--- src/rtl/pcu_pkg.sv ---
package pcu_pkg;

    typedef enum logic [2:0] {
        NX_HOLD,
        NX_INC,
        NX_SKIP,
        NX_TARGET,
        NX_DATA,
        NX_POP,
        NX_VECTOR
    } nx_src_e;

    typedef struct packed {
        logic irq;
        logic ret;
        logic call;
        logic jump;
        logic pcl;
        logic skp;
    } strobe_t;

    typedef struct packed {
        logic push;
        logic pop;
    } stk_op_t;

    // Fixed priority: interrupt, return, call/jump, low-byte write, skip, increment
    function automatic nx_src_e pick_src(input logic step, input strobe_t s);
        nx_src_e r;
        if (!step)                 r = NX_HOLD;
        else if (s.irq)            r = NX_VECTOR;
        else if (s.ret)            r = NX_POP;
        else if (s.call || s.jump) r = NX_TARGET;
        else if (s.pcl)            r = NX_DATA;
        else if (s.skp)            r = NX_SKIP;
        else                       r = NX_INC;
        return r;
    endfunction

    function automatic stk_op_t stack_op(input nx_src_e src, input strobe_t s);
        stk_op_t o;
        o.push = (src == NX_VECTOR) || ((src == NX_TARGET) && s.call);
        o.pop  = (src == NX_POP);
        return o;
    endfunction

endpackage

--- src/rtl/pcu_hi_latch.sv ---
module pcu_hi_latch #(
    parameter int HI_W = 3
) (
    input  logic            clk,
    input  logic            rst,
    input  logic            wr,
    input  logic [7:0]      din,
    output logic [HI_W-1:0] hi_q
);
    logic unused_hi;
    assign unused_hi = ^din[7:HI_W];

    always_ff @(posedge clk) begin
        if (rst)
            hi_q <= '0;
        else if (wr)
            hi_q <= din[HI_W-1:0];
    end
endmodule

--- src/rtl/pcu_ret_stack.sv ---
module pcu_ret_stack #(
    parameter int W     = 11,
    parameter int DEPTH = 8
) (
    input  logic         clk,
    input  logic         rst,
    input  logic         push,
    input  logic         pop,
    input  logic [W-1:0] push_val,
    output logic [W-1:0] top_val
);
    localparam int PTR_W = (DEPTH > 1) ? $clog2(DEPTH) : 1;
    localparam logic [PTR_W-1:0] LAST = PTR_W'(DEPTH - 1);
    localparam logic [PTR_W-1:0] ONE  = PTR_W'(1);

    logic [PTR_W-1:0] sp_q, sp_up, sp_dn;
    logic [W-1:0]     ent_q [DEPTH];

    assign sp_up   = (sp_q == LAST) ? '0 : sp_q + ONE;
    assign sp_dn   = (sp_q == '0) ? LAST : sp_q - ONE;
    assign top_val = ent_q[sp_dn];

    always_ff @(posedge clk) begin
        if (rst)
            sp_q <= '0;
        else if (push)
            sp_q <= sp_up;
        else if (pop)
            sp_q <= sp_dn;
    end

    for (genvar i = 0; i < DEPTH; i++) begin : g_ent
        always_ff @(posedge clk) begin
            if (rst)
                ent_q[i] <= '0;
            else if (push && (sp_q == PTR_W'(i)))
                ent_q[i] <= push_val;
        end
    end
endmodule

--- src/rtl/pcu_next_sel.sv ---
module pcu_next_sel
    import pcu_pkg::*;
#(
    parameter int PC_W    = 11,
    parameter int HI_W    = 3,
    parameter int IRQ_VEC = 4
) (
    input  nx_src_e         src,
    input  logic [PC_W-1:0] pc_q,
    input  logic [PC_W-1:0] target,
    input  logic [7:0]      alu_res,
    input  logic [HI_W-1:0] hi_q,
    input  logic [PC_W-1:0] pop_val,
    output logic [PC_W-1:0] pc_nxt,
    output logic [PC_W-1:0] push_val
);
    localparam logic [PC_W-1:0] ONE = PC_W'(1);
    localparam logic [PC_W-1:0] TWO = PC_W'(2);
    localparam logic [PC_W-1:0] VEC = PC_W'(IRQ_VEC);

    logic [PC_W-1:0] pc_inc;
    assign pc_inc   = pc_q + ONE;
    assign push_val = (src == NX_VECTOR) ? pc_q : pc_inc;

    always_comb begin
        unique case (src)
            NX_INC:    pc_nxt = pc_inc;
            NX_SKIP:   pc_nxt = pc_q + TWO;
            NX_TARGET: pc_nxt = target;
            NX_DATA:   pc_nxt = {hi_q, alu_res};
            NX_POP:    pc_nxt = pop_val;
            NX_VECTOR: pc_nxt = VEC;
            default:   pc_nxt = pc_q;
        endcase
    end
endmodule

--- src/rtl/pc_stack_unit.sv ---
module pc_stack_unit
    import pcu_pkg::*;
#(
    parameter int PC_W      = 11,
    parameter int MEM_AW    = 10,
    parameter int INSN_W    = 14,
    parameter int STK_DEPTH = 8,
    parameter int IRQ_VEC   = 4
) (
    input  logic              clk,
    input  logic              rst,
    input  logic              step_en,
    input  logic              irq_take,
    input  logic              do_ret,
    input  logic              ret_rfi,
    input  logic              do_call,
    input  logic              do_jump,
    input  logic              pcl_wr,
    input  logic              skip,
    input  logic [INSN_W-1:0] insn,
    input  logic [7:0]        alu_res,
    input  logic              hi_wr,
    input  logic [7:0]        hi_din,
    output logic [MEM_AW-1:0] fetch_addr,
    output logic [7:0]        pcl_rd,
    output logic              gie_set
);
    localparam int HI_W = PC_W - 8;

    logic [PC_W-1:0] pc_q, pc_nxt, push_val, pop_val;
    logic [HI_W-1:0] hi_q;
    strobe_t         stb;
    nx_src_e         src;
    stk_op_t         sop;
    logic            unused_insn;

    assign unused_insn = ^insn[INSN_W-1:PC_W];

    assign stb = '{irq: irq_take, ret: do_ret, call: do_call,
                   jump: do_jump, pcl: pcl_wr, skp: skip};
    assign src = pick_src(step_en, stb);
    assign sop = stack_op(src, stb);

    pcu_hi_latch #(.HI_W(HI_W)) u_hi (
        .clk (clk),
        .rst (rst),
        .wr  (hi_wr),
        .din (hi_din),
        .hi_q(hi_q)
    );

    pcu_ret_stack #(.W(PC_W), .DEPTH(STK_DEPTH)) u_stk (
        .clk     (clk),
        .rst     (rst),
        .push    (sop.push),
        .pop     (sop.pop),
        .push_val(push_val),
        .top_val (pop_val)
    );

    pcu_next_sel #(.PC_W(PC_W), .HI_W(HI_W), .IRQ_VEC(IRQ_VEC)) u_sel (
        .src     (src),
        .pc_q    (pc_q),
        .target  (insn[PC_W-1:0]),
        .alu_res (alu_res),
        .hi_q    (hi_q),
        .pop_val (pop_val),
        .pc_nxt  (pc_nxt),
        .push_val(push_val)
    );

    always_ff @(posedge clk) begin
        if (rst)
            pc_q <= '0;
        else
            pc_q <= pc_nxt;
    end

    assign fetch_addr = pc_q[MEM_AW-1:0];
    assign pcl_rd     = pc_q[7:0];
    assign gie_set    = sop.pop && ret_rfi;
endmodule

--- config.mk ---
export PLATFORM = sky130hd
export DESIGN_NAME = pc_stack_unit
export DESIGN_NICKNAME = d
export VERILOG_FILES = /design/src/rtl/pcu_pkg.sv /design/src/rtl/pcu_hi_latch.sv /design/src/rtl/pcu_ret_stack.sv /design/src/rtl/pcu_next_sel.sv /design/src/rtl/pc_stack_unit.sv
export SDC_FILE = /design/constraint.sdc
export NUM_CORES = 1
export LEC_CHECK = 0
export ABC_CLOCK_PERIOD_IN_PS = 3400
export BUFFER_PORTS_ARGS = -buffer_cell sky130_fd_sc_hd__clkbuf_2
export CAP_MARGIN = 5
export CORE_ASPECT_RATIO = 1.75
export CORE_MARGIN = 1
export CORE_UTILIZATION = 33
export CTS_BUF_LIST = sky130_fd_sc_hd__clkbuf_4
export DETAILED_ROUTE_END_ITERATION = 16
export SETUP_SLACK_MARGIN = 0.05
export SLEW_MARGIN = 5
export SYNTH_ARGS = -nofsm -noshare
export SYNTH_HDL_FRONTEND = slang
export SYNTH_SLANG_ARGS = --single-unit
--- constraint.sdc ---
create_clock -name clk -period 3.4 [get_ports clk]
set_clock_uncertainty 0.2 [all_clocks]
set_input_delay 0.68 -clock clk [delete_from_list [all_inputs] [get_ports clk]]
set_output_delay 0.68 -clock clk [all_outputs]
set_load 0.02 [all_outputs]
==> impl_summary.txt <==
----------------------------------------------------
[STA]
  Relative slew slack ... 52.8%
  Period utilization ... between 80% and 90%
  Tmin final ... between 2 and 3 ns
  Highest attainable clock frequency ... 354 MHz
  Least-Margin Pin Slew ... slightly above 0.7 ns
  Worst setup slack after layout ... 0.576 ns
  Number of slew-limit violations in the final report ... 0
  Count of final setup violators ... 0
  Total Neg Setup Slack ... 0 ns
  Setup repair after global routing missed its margin ... false
  Count of final hold-check violations ... 0

[Setup path]
  Arrival time reported for the critical path endpoint ... about 3.0 ns
  Largest stage delay, worst path ... 0.57 ns
  Worst Setup End Kind ... flip-flop
  Critical Path Source Type ... flip-flop
  Reg-to-reg critical path endpoint ... pc_q[4]
  Critical setup path kind ... reg2reg
  Depth of the worst register-to-register path ... 8
  Startpoint of the lowest-slack register-to-register path ... u_stk.sp_q[0]
  Peak fanout along the critical path ... 19
  Slowest-stage cell, CP ... sky130_fd_sc_hd__mux4_2
  Data required time at the worst endpoint ... between 3 and 4 ns
  FF-to-FF setup slack ... approximately 0.58 ns
  Sequence of cells on the critical path ... inv_1 > ha_1 > or2b_1 > nand2_1 > buf_4 > mux4_2 > a221oi_1 > a21oi_1

[Pwr]
  Power, Total ... around 2.3 mW
  Leakage ... just over 2 nW
  Worst vdd rail ir drop ... approximately 0.18 mV
  Areal power density over the cells ... ~420 nW/um2

[Yosys]
  Number of flops mapped to enable cells by yosys ... 80
  Mean instance size in the synthesized netlist ... between 10 and 15 um2
  Syn Std Cell Area ... roughly 5000 um2
  Area leader, netlist ... sky130_fd_sc_hd__edfxtp_1
  Top_reg_cell synth ... sky130_fd_sc_hd__edfxtp_1
  Register area share after synthesis ... between 50% and 60%
  Number of library cell types mapped by synthesis ... between 50 and 60
  Most common cell in the synthesized netlist ... sky130_fd_sc_hd__nor2_1
  Yosys warns ... 0
  Most frequent cells after synthesis ... sky130_fd_sc_hd__nor2_1 (100), sky130_fd_sc_hd__edfxtp_1 (80), sky130_fd_sc_hd__nand2_1 (24)
  Fraction of registers with async set or reset after synthesis ... 0%
  Top cells by area in the synthesized netlist ... sky130_fd_sc_hd__edfxtp_1 (48%), sky130_fd_sc_hd__nor2_1 (7.5%), sky130_fd_sc_hd__mux4_2 (7.2%), sky130_fd_sc_hd__dfxtp_1 (6.0%), sky130_fd_sc_hd__xor2_1 (2.5%)
  Synthesized net count ... roughly 490
  Gate count of the mapped netlist ... around 440
  Share of the synthesized area in the top cell type ... between 40% and 50%
  Flip-flop and latch count after synthesis ... 95

[Global route]
  Global-route wire length before repair ... ~19000 um
  Gr usage total ... around 16%
  Via count of the first global-routing pass ... ~3.6k
  Initial antenna violation count ... 1
  Global route total overflow ... 0
  Pin count of the biggest net entering global routing ... 25

[Clock network]
  TritonCTS clock tree ... built
  Clock buffers created by TritonCTS ... 9
  Resized cells post-CTS ... 0
  Largest buffer count on any clock path ... 2
  Cts hold-fix bufs ... 0
  Max H-tree Level ... 3
  Skew-Pair Late Insertion Delay ... between 0.4 and 0.5 ns
  Clock transition at the registers of the reported paths ... 0.15 ns
  Root buffer cell ... sky130_fd_sc_hd__clkbuf_4
  Setup Fix Bufs, Post-CTS ... 0
  Sink Count ... 95

[Status]
  Run status ... completed

[Die]
  Die footprint ... approximately 16000 um2
  Height of the die ... around 160 um
  IO Pins ... 60
  Initial core utilization ... about a third
  Width of the chip ... 95.0 um
  Cell Rows ... 59
  Core region area ... about 15000 um2

[Worst hold path]
  Critical hold path startpoint ... hi_din[0]
  Hold Path Cell Cnt ... 3
  Hold crit path type ... in2reg
  Worst Hold End ... u_hi.hi_q[0]

[Placement]
  Gp weighted congestion ... 0.882
  Count of buffers inserted at the top-level ports ... 49
  Place WS ... 0.462 ns
  Half-perimeter wire length after placement ... approximately 9400 um

[Job]
  Count of max-cap constraint violations ... 0

[Finish]
  Number of nets in the layout ... around 530
  Final-layout fill cell count ... 1467
  Layout cell share with drive strength beyond 1 ... 22.7%
  Signed area change from the synthesized netlist to the final layout ... 10.8%

[Drt]
  Residual DRC ... 0
  Length of the first detailed-routing pass in iterations ... 4
  Initial detailed-routing violation count ... 236
  Via count ... between 3k and 4k
  Drt total wl ... between 10000 and 15000 um
  Post-DR wirelength/cell ... 18.2 um
  Post-DR vias/cell ... 5.37
  Antenna Violating Nets Remaining ... 0

----------------------------------------------------
worst max-delay path, delay by kind of cell (launching register included):
family	cells	cell delay, ns
multiplexers	1	0.57
buffers and inverters	2	0.50
AND/OR/NAND/NOR	2	0.44
AO/OA/AOI/OAI	2	0.37
flip-flops	1	0.34
adder cells (fa/ha/maj)	1	0.28
state kept, by name (all words and copies together), names as in the netlist:
| register | flops |
|---|---|
| u_stk.ent_q | 80 |
| pc_q | 10 |
| u_stk.sp_q | 3 |
| u_hi.hi_q | 2 |
worst max path at each step:
stage / start / end / slack (ns) / depth (start not counted)
floorplan: u_stk.sp_q[0] / pc_q[9] / 0.71 / 9
global placement: irq_take / pc_q[1] / 0.50 / 6
detailed placement: irq_take / pc_q[1] / 0.46 / 6
CTS: u_stk.sp_q[0] / pc_q[4] / 0.58 / 8
global route: u_stk.sp_q[0] / pc_q[4] / 0.42 / 8
finish: u_stk.sp_q[0] / pc_q[4] / 0.58 / 8
cell families after synthesis:
kind of cell / after synthesis / synth area share [%]
and+or+nand+nor: 170 / 15.5
DFF: 95 / 54.1
AOI/OAI and AO/OA: 88 / 12.8
buffers and inverters: 35 / 3.78
muxes: 23 / 8.64
xor gates and xnor gates: 17 / 2.98
adders and majority gates: 9 / 2.25
cells in the final DEF (no fill, tap or decap), types with 4 or more instances in the layout:
master                     instances
sky130_fd_sc_hd__a31o_2            5
sky130_fd_sc_hd__a21o_1            4
sky130_fd_sc_hd__mux2i_1           6
sky130_fd_sc_hd__edfxtp_1         80
sky130_fd_sc_hd__a21oi_1          18
sky130_fd_sc_hd__a221o_1           4
sky130_fd_sc_hd__nand3_1          15
sky130_fd_sc_hd__dfxtp_1          15
sky130_fd_sc_hd__ha_1              9
sky130_fd_sc_hd__mux4_2           16
sky130_fd_sc_hd__nand2_1          24
sky130_fd_sc_hd__xor2_1           14
sky130_fd_sc_hd__a22oi_1           6
sky130_fd_sc_hd__a211oi_1          7
sky130_fd_sc_hd__nor2_1          100
sky130_fd_sc_hd__clkbuf_2         49
sky130_fd_sc_hd__a31oi_1           6
sky130_fd_sc_hd__and3_1            4
sky130_fd_sc_hd__clkbuf_4         12
sky130_fd_sc_hd__nor3_1            7
sky130_fd_sc_hd__inv_1             5
sky130_fd_sc_hd__o21a_1            5
sky130_fd_sc_hd__o21ai_0          12
sky130_fd_sc_hd__buf_4            15
power by group:
group	leakage [nW]	internal, mW	switching [mW]	total (mW)
combinational	1.02	0.161	0.247	0.408
clock	0.0610	0.172	0.373	0.545
sequential	0.954	1.32	0.0415	1.36
total	2.04	1.65	0.662	2.31
stage by stage:
stage / hold WS (ns) / utilization (%) / instance area (um2) / instances
after CTS: 0.254 / 37.3 / 5540 / 672
after global routing: 0.257 / 37.3 / 5540 / 673
after floorplan: 0.252 / - / 5000 / 437
final: 0.256 / 37.3 / 5540 / 673
after detailed placement: 0.310 / 36.5 / 5420 / 656
after global placement: 0.293 / 36.5 / 5420 / 656
layer usage:
metal | GRT usage (%) | vias to the layer above | routed length (um) | part of all wire (%)
met3 | 1.57 | 18 | 378 | 3.1
met1 | 15.4 | 1766 | 4200 | 34
li1 | - | 1725 | - | -
met2 | 32.9 | 108 | 7260 | 59
met4 | 9.09 | 0 | 386 | 3.2
met5 | 0 | - | 0 | 0
area by class of cell:
type / count / area, um2 / area share [%]
inverters: 7 / 26.3 / 0.474
diodes: 1 / 2.50 / 0.0452
clock inverters: 4 / 23.8 / 0.429
multi-input cells: 307 / 2110 / 38.0
well taps: 183 / 229 / 4.13
clock buffers: 12 / 90.1 / 1.63
repair buffers: 64 / 358 / 6.46
flip-flops and latches: 95 / 2700 / 48.8
Note: power is estimated with default switching activity, not from simulation.
